<file path="src/rtl/lim_alert_pkg.sv">
package lim_alert_pkg;

    localparam int LIM_REG_W  = 8;
    localparam int LIM_ADDR_W = 8;
    localparam int LIM_NBANK  = 2;

    localparam logic [LIM_ADDR_W-1:0] LIM_STAT_BASE = 8'h41;
    localparam logic [LIM_ADDR_W-1:0] LIM_MASK_BASE = 8'h74;

    // address of status register g
    function automatic logic [LIM_ADDR_W-1:0] bank_addr(int g);
        return LIM_STAT_BASE + LIM_ADDR_W'(g);
    endfunction

    // address of mask register g
    function automatic logic [LIM_ADDR_W-1:0] mask_addr(int g);
        return LIM_MASK_BASE + LIM_ADDR_W'(g);
    endfunction

    // channel positions implemented in status register g
    function automatic logic [LIM_REG_W-1:0] bank_valid(int g);
        return (g == 0) ? 8'b0111_0110 : 8'b1111_1110;
    endfunction

endpackage

</file>
<file path="src/rtl/lim_status_bank.sv">
module lim_status_bank
    import lim_alert_pkg::*;
#(
    parameter int                W     = LIM_REG_W,
    parameter logic [W-1:0]      VALID = '1
) (
    input  logic         clk,
    input  logic         rst_n,
    input  logic [W-1:0] flag_i,
    input  logic [W-1:0] upd_i,
    input  logic         clr_rd_i,
    output logic [W-1:0] sticky_o,
    output logic [W-1:0] live_o
);

    typedef struct packed {
        logic [W-1:0] sticky;
        logic [W-1:0] live;
    } bank_t;

    bank_t        st_d, st_q;
    logic [W-1:0] set_vec;
    logic [W-1:0] clr_vec;

    always_comb begin
        set_vec = upd_i & flag_i & VALID;
        clr_vec = '0;
        if (clr_rd_i) begin
            clr_vec = VALID & ~st_q.live & ~set_vec;
        end
        st_d        = st_q;
        st_d.sticky = (st_q.sticky & ~clr_vec) | set_vec;
        st_d.live   = ((st_q.live & ~upd_i) | (upd_i & flag_i)) & VALID;
    end

    always_ff @(posedge clk or negedge rst_n) begin
        if (!rst_n) begin
            st_q <= '0;
        end else begin
            st_q <= st_d;
        end
    end

    assign sticky_o = st_q.sticky;
    assign live_o   = st_q.live;

    // a fault update is recorded at the next edge, whatever the read does
    p_set_wins_r11: assert property (@(posedge clk) disable iff (!rst_n)
        (|set_vec) |=> ((sticky_o & $past(set_vec)) == $past(set_vec)));

    // a bit whose channel is still faulty never drops
    p_hold_live_r4: assert property (@(posedge clk) disable iff (!rst_n)
        1'b1 |=> (($past(sticky_o & live_o) & ~sticky_o) == '0));

    // a bit can only fall in the cycle after a clearing read
    p_clear_on_read_r5: assert property (@(posedge clk) disable iff (!rst_n)
        1'b1 |=> ((($past(sticky_o) & ~sticky_o) != '0) -> $past(clr_rd_i)));

endmodule

</file>
<file path="src/rtl/lim_mask_regs.sv">
module lim_mask_regs
    import lim_alert_pkg::*;
#(
    parameter int NBANK  = LIM_NBANK,
    parameter int REG_W  = LIM_REG_W,
    parameter int ADDR_W = LIM_ADDR_W
) (
    input  logic                        clk,
    input  logic                        rst_n,
    input  logic                        wr_en_i,
    input  logic [ADDR_W-1:0]           wr_addr_i,
    input  logic [REG_W-1:0]            wr_data_i,
    output logic [NBANK-1:0][REG_W-1:0] mask_o
);

    typedef struct packed {
        logic [NBANK-1:0][REG_W-1:0] mask;
    } mask_t;

    mask_t            mk_d, mk_q;
    logic [NBANK-1:0] wr_hit;

    for (genvar g = 0; g < NBANK; g++) begin : g_dec
        assign wr_hit[g] = wr_en_i && (wr_addr_i == ADDR_W'(mask_addr(g)));
    end

    always_comb begin
        mk_d = mk_q;
        for (int g = 0; g < NBANK; g++) begin
            if (wr_hit[g]) begin
                mk_d.mask[g] = wr_data_i;
            end
        end
    end

    always_ff @(posedge clk or negedge rst_n) begin
        if (!rst_n) begin
            mk_q <= '0;
        end else begin
            mk_q <= mk_d;
        end
    end

    assign mask_o = mk_q.mask;

    // without a write strobe the masks keep their value
    p_mask_stable_r8: assert property (@(posedge clk) disable iff (!rst_n)
        !wr_en_i |=> $stable(mask_o));

endmodule

</file>
<file path="src/rtl/lim_read_mux.sv">
module lim_read_mux
    import lim_alert_pkg::*;
#(
    parameter int NBANK  = LIM_NBANK,
    parameter int REG_W  = LIM_REG_W,
    parameter int ADDR_W = LIM_ADDR_W
) (
    input  logic                        rd_en_i,
    input  logic [ADDR_W-1:0]           rd_addr_i,
    input  logic [NBANK-1:0][REG_W-1:0] sticky_i,
    input  logic [NBANK-1:0][REG_W-1:0] mask_i,
    output logic [REG_W-1:0]            rd_data_o,
    output logic [NBANK-1:0]            rd_hit_o
);

    logic summary;

    assign summary = |sticky_i[NBANK-1][REG_W-1:1];

    always_comb begin
        rd_data_o = '0;
        rd_hit_o  = '0;
        if (rd_en_i) begin
            for (int g = 0; g < NBANK; g++) begin
                if (rd_addr_i == ADDR_W'(bank_addr(g))) begin
                    rd_data_o   = sticky_i[g];
                    rd_hit_o[g] = 1'b1;
                end
                if (rd_addr_i == ADDR_W'(mask_addr(g))) begin
                    rd_data_o = mask_i[g];
                end
            end
            if (rd_hit_o[0]) begin
                rd_data_o[REG_W-1] = summary;
            end
        end
    end

    // at most one register is selected per read
    p_one_hit_r12: assert final ($onehot0(rd_hit_o));

endmodule

</file>
<file path="src/rtl/lim_alert_ctrl.sv">
module lim_alert_ctrl
    import lim_alert_pkg::*;
#(
    parameter int REG_W  = LIM_REG_W,
    parameter int ADDR_W = LIM_ADDR_W
) (
    input  logic              clk,
    input  logic              rst_n,
    input  logic [REG_W-1:0]  st1_flag_i,
    input  logic [REG_W-1:0]  st1_upd_i,
    input  logic [REG_W-1:0]  st2_flag_i,
    input  logic [REG_W-1:0]  st2_upd_i,
    input  logic              rd_en_i,
    input  logic [ADDR_W-1:0] rd_addr_i,
    output logic [REG_W-1:0]  rd_data_o,
    input  logic              wr_en_i,
    input  logic [ADDR_W-1:0] wr_addr_i,
    input  logic [REG_W-1:0]  wr_data_i,
    output logic              alert_n_o
);

    localparam int NBANK = LIM_NBANK;

    logic [NBANK-1:0][REG_W-1:0] flag_a, upd_a, sticky_a, live_a, mask_a;
    logic [NBANK-1:0]            hit_a;
    logic [NBANK-1:0]            src_a;

    assign flag_a = {st2_flag_i, st1_flag_i};
    assign upd_a  = {st2_upd_i, st1_upd_i};

    for (genvar g = 0; g < NBANK; g++) begin : g_bank
        lim_status_bank #(
            .W     (REG_W),
            .VALID (REG_W'(bank_valid(g)))
        ) u_bank (
            .clk      (clk),
            .rst_n    (rst_n),
            .flag_i   (flag_a[g]),
            .upd_i    (upd_a[g]),
            .clr_rd_i (hit_a[g]),
            .sticky_o (sticky_a[g]),
            .live_o   (live_a[g])
        );
        assign src_a[g] = |(sticky_a[g] & ~mask_a[g]);
    end

    lim_mask_regs #(
        .NBANK  (NBANK),
        .REG_W  (REG_W),
        .ADDR_W (ADDR_W)
    ) u_mask (
        .clk       (clk),
        .rst_n     (rst_n),
        .wr_en_i   (wr_en_i),
        .wr_addr_i (wr_addr_i),
        .wr_data_i (wr_data_i),
        .mask_o    (mask_a)
    );

    lim_read_mux #(
        .NBANK  (NBANK),
        .REG_W  (REG_W),
        .ADDR_W (ADDR_W)
    ) u_rmux (
        .rd_en_i   (rd_en_i),
        .rd_addr_i (rd_addr_i),
        .sticky_i  (sticky_a),
        .mask_i    (mask_a),
        .rd_data_o (rd_data_o),
        .rd_hit_o  (hit_a)
    );

    assign alert_n_o = ~(|src_a);

    // with every source masked the alert stays released
    p_all_masked_r9: assert property (@(posedge clk) disable iff (!rst_n)
        (&mask_a) |-> alert_n_o);

    // a summary bit seen at 0x41 implies a set bit in the second register
    p_summary_r6: assert property (@(posedge clk) disable iff (!rst_n)
        (rd_en_i && rd_addr_i == ADDR_W'(bank_addr(0)) && rd_data_o[REG_W-1])
            |-> (sticky_a[NBANK-1] != '0));

    // an asserted alert implies some recorded fault
    p_alert_source_r10: assert property (@(posedge clk) disable iff (!rst_n)
        !alert_n_o |-> ((sticky_a[0] | sticky_a[1]) != '0));

    // unused positions of the first register stay clear
    p_unused_r7: assert property (@(posedge clk) disable iff (!rst_n)
        1'b1 |=> ((sticky_a[0] & ~REG_W'(bank_valid(0))) == '0));

    logic unused_live;
    assign unused_live = ^live_a;

endmodule

</file>
<file path="config.mk">
export PLATFORM = sky130hd
export DESIGN_NAME = lim_alert_ctrl
export DESIGN_NICKNAME = d
export VERILOG_FILES = /design/src/rtl/lim_alert_pkg.sv /design/src/rtl/lim_status_bank.sv /design/src/rtl/lim_mask_regs.sv /design/src/rtl/lim_read_mux.sv /design/src/rtl/lim_alert_ctrl.sv
export SDC_FILE = /design/constraint.sdc
export NUM_CORES = 1
export LEC_CHECK = 0
export BUFFER_PORTS_ARGS = -buffer_cell sky130_fd_sc_hd__buf_2
export CAP_MARGIN = 20
export CORE_MARGIN = 1
export CORE_UTILIZATION = 50
export DETAILED_ROUTE_END_ITERATION = 12
export PLACE_DENSITY = 0.8
export SYNTH_ARGS = -nofsm -noshare
export SYNTH_HDL_FRONTEND = slang
export SYNTH_SLANG_ARGS = --single-unit
</file>
<file path="constraint.sdc">
create_clock -name clk -period 1.8 [get_ports clk]
set_input_delay 0.18 -clock clk [delete_from_list [all_inputs] [get_ports clk]]
set_output_delay 0.18 -clock clk [all_outputs]
set_load 0.1 [all_outputs]
</file>
==> flow_metrics.env <==
export IMPL_syn_instance_count=205
export IMPL_r2r_start="g_bank[1].u_bank.sticky_o[5]"
export IMPL_worstSkewPairLatency_ps=300
export IMPL_rows=22
export IMPL_critPathTopFamily="simple AND/OR/NAND/NOR gates"
export IMPL_cp_end_kind="output port"
export IMPL_ys_types=34
export IMPL_vias=1859
export IMPL_drive_above_1_share=0.430
export IMPL_slew_viol_final=0
export IMPL_worstHoldPathType="in -> reg"
export IMPL_critical_path_class="reg -> out"
export IMPL_fmax_mhz=487
export IMPL_dp_hpwl_um=3740
export IMPL_coreArea_mm2=0.00374
export IMPL_dpl_cell_area_mm2=0.00261
export IMPL_synthToLayoutAreaGrowth_pct=42.3
export IMPL_cts_tree="done"
export IMPL_cts_sinks=40
export IMPL_die_area_mm2=0.00427
export IMPL_gp_congestion=0.893
export IMPL_cts_root_buffer="clkbuf_8"
export IMPL_n_fill_cell=244
export IMPL_grt_pass1_vias=1741
export IMPL_timing_critical_path_buf_inv=1
export IMPL_die_x_um=65.3
export IMPL_finClkSkew_ps=0.654
export IMPL_vdd_drop_max_mv=0.707
export IMPL_start_kind="flop"
export IMPL_internal_power_mw=1.46
export IMPL_stdcell_area_mm2=0.00285
export IMPL_drt_total_wl_um=5110
export IMPL_crit_path_start="g_bank[1].u_bank.sticky_o[5]"
export IMPL_antenna_found_initial=0
export IMPL_start_util=0.535
export IMPL_drv_cap=0
export IMPL_io_buffers=60
export IMPL_crit_required_ps=1620
export IMPL_grt_pass1_wl_um=8340
export IMPL_vias_per_cell=5.57
export IMPL_worstPathArrival_ps=1870
export IMPL_n_antenna_cell=0
export IMPL_pwr_density_cell_mw_per_mm2=671
export IMPL_seq_area_mm2=0.00100
export IMPL_violations="setup timing"
export IMPL_syn_area_mm2=0.00200
export IMPL_drt_iter0_markers=128
export IMPL_grt_use_total=0.269
export IMPL_wl_met1_um=2080
export IMPL_worst_slew_pin_slew_ps=481
export IMPL_ys_seq_area_frac=0.499
export IMPL_io_pins=69
export IMPL_pre_cts_ws_ps=-15.2
export IMPL_rsz0062_at_grt="yes"
export IMPL_drt_pass1_iter_count=4
export IMPL_ff2ff_setup_slack_ps=980
export IMPL_dr_wl_met3_um=353
export IMPL_p_leak_nw=1.39
export IMPL_cts_path_max_buffers=2
export IMPL_synth_nets=265
export IMPL_setup_violations_final=2
export IMPL_period_share=1.14
export IMPL_switchingPower_mw=0.456
export IMPL_multi_input_area_mm2=0.00101
export IMPL_dr_max_layer_used="met4"
export IMPL_path_clk_slew_ps=70
export IMPL_hp_start="st1_upd_i[1]"
export IMPL_cts_made_buffers=5
export IMPL_hold_viol=0
export IMPL_avgSynthCellArea_um2=9.78
export IMPL_slew_limit_headroom=0.680
export IMPL_drc=0
export IMPL_ys_seq_elements=40
export IMPL_min_period_ps=2050
export IMPL_nets=345
export IMPL_pwr_share_clk=0.377
export IMPL_swShare=0.238
export IMPL_grt_overflow_total=0
export IMPL_p_comb_frac=0.117
export IMPL_cpMaxStageDelayCell="or4_4"
export IMPL_status="complete, but fails checks"
export IMPL_wl_per_cell_um=15.3
export IMPL_route_met2_wl_um=2600
export IMPL_max_stage_delay_ps=550
export IMPL_h_tree_depth=2
export IMPL_worstPathMaxFanout=2
export IMPL_detail_route_antenna_nets=0
export IMPL_postLayoutSetupSlackWorst_ps=-254
export IMPL_grt_max_degree=41
export IMPL_cp_cell_sequence="or4_4 -> nor4_4 -> nand4_1 -> and3_4 -> buf_12"
export IMPL_pwr_share_seq=0.507
export IMPL_fp_dieH_um=65.3
export IMPL_ys_warn_count=0
-- layout by cell type (no fill, tap or decap), drive strengths merged, types with 4 or more instances in the layout --
cell | netlist | routed
nand2 | 21 | 21
inv | 25 | 25
nand3 | 7 | 7
dfrtp | 40 | 40
nor4b | 4 | 4
mux2 | 16 | 16
o22ai | 8 | 8
a21oi | 8 | 8
o21ai | 24 | 24
nor2 | 11 | 11
clkbuf | 1 | 6
nand4 | 4 | 4
buf | 3 | 76
-- logic make-up (layout without fill, tap and decap cells) --
kind of cell    after synthesis  after routing  synth area share
compound gates               54             54             0.163
buf+inv                      29            110            0.0562
flops                        40             40             0.499
mux                          19             19             0.105
simple gates                 63             63             0.177
-- cell usage after synthesis --
| cell type | instances | share of area |
|---|---|---|
| a21oi_1 | 8 | 0.020 |
| a221oi_1 | 1 | 0.0044 |
| a22oi_1 | 1 | 0.0037 |
| and2_1 | 1 | 0.0031 |
| and3_1 | 3 | 0.0094 |
| and3b_1 | 1 | 0.0044 |
| and4bb_1 | 1 | 0.0062 |
| buf_2 | 3 | 0.0075 |
| clkbuf_1 | 1 | 0.0019 |
| dfrtp_1 | 40 | 0.50 |
| inv_1 | 25 | 0.047 |
| mux2_2 | 16 | 0.090 |
| mux2i_1 | 3 | 0.015 |
| nand2_1 | 21 | 0.039 |
| nand3_1 | 7 | 0.017 |
| nand4_1 | 4 | 0.012 |
| nor2_1 | 10 | 0.019 |
| nor2_2 | 1 | 0.0031 |
| nor2b_1 | 3 | 0.0094 |
| nor3_2 | 1 | 0.0050 |
| nor3b_1 | 2 | 0.0075 |
| nor3b_2 | 1 | 0.0062 |
| nor4_1 | 1 | 0.0031 |
| nor4b_1 | 3 | 0.013 |
| nor4b_2 | 1 | 0.0075 |
| o211ai_1 | 3 | 0.011 |
| o21ai_0 | 24 | 0.060 |
| o221ai_1 | 1 | 0.0044 |
| o22a_1 | 3 | 0.013 |
| o22ai_1 | 8 | 0.025 |
| o311a_1 | 2 | 0.010 |
| o31ai_1 | 3 | 0.011 |
| or4_1 | 1 | 0.0037 |
| or4b_4 | 1 | 0.0069 |
-- power groups by stage --
stage / Sequential, mW / Combinational, mW / Clock [mW]
after detailed placement: 0.985 / 0.203 / 0
after CTS: 0.968 / 0.212 / 0.733
final: 0.970 / 0.223 / 0.721
after floorplan: 0.976 / 0.0867 / 0
after global placement: 0.983 / 0.194 / 0
after global routing: 0.976 / 0.250 / 0.781
-- worst paths after layout --
check                                                to  depth (start not counted)
max reg2reg                g_bank[1].u_bank.sticky_o[5]                          3
max in group asynchronous                     async pin                          3
min reg2reg                            u_mask.mask_o[0]                          1
max                                        rd_data_o[7]                          5
min                                                flop                          2
min in group asynchronous                     async pin                          3
-- final cells by class --
cell class | instances | area share
clock buffer | 6 | 0.0254
inverter | 25 | 0.0329
tap | 48 | 0.0211
sequential | 40 | 0.351
clock inverter | 2 | 0.0123
timing repair buffer | 77 | 0.203
multi-input combinational | 136 | 0.354
-- metal layers --
layer  GRT usage  vias to the layer above
li1            -                      892
met3      0.0851                       12
met1       0.349                      868
met4      0.0761                        0
met5           0                        -
met2       0.433                       87
-- stage by stage --
stage          cells  power, mW  hold WS, ps  setup TNS [ps]  utilization
6_report         334       1.91         66.5            -320        0.762
2_1_floorplan    205       1.06         -116           -32.0            -
3_3_place_gp     323       1.18          257           -35.9        0.696
4_1_cts          332       1.91         64.8            -260        0.742
3_5_place_dp     323       1.19          259           -47.0        0.696
5_1_grt          334       2.01         81.5            -418        0.762
-- repair_timing --
| item | in CTS | in global routing |
|---|---|---|
| endpoints found under the hold margin | 40 | 0 |
| hold buffers | 1 | 0 |
| setup buffers | 0 | 2 |
| endpoints found under the setup margin | 5 | 6 |
| gates resized for setup | 11 | 9 |
| pin swaps | 5 | 6 |
Power figures use the tool's default switching activity.
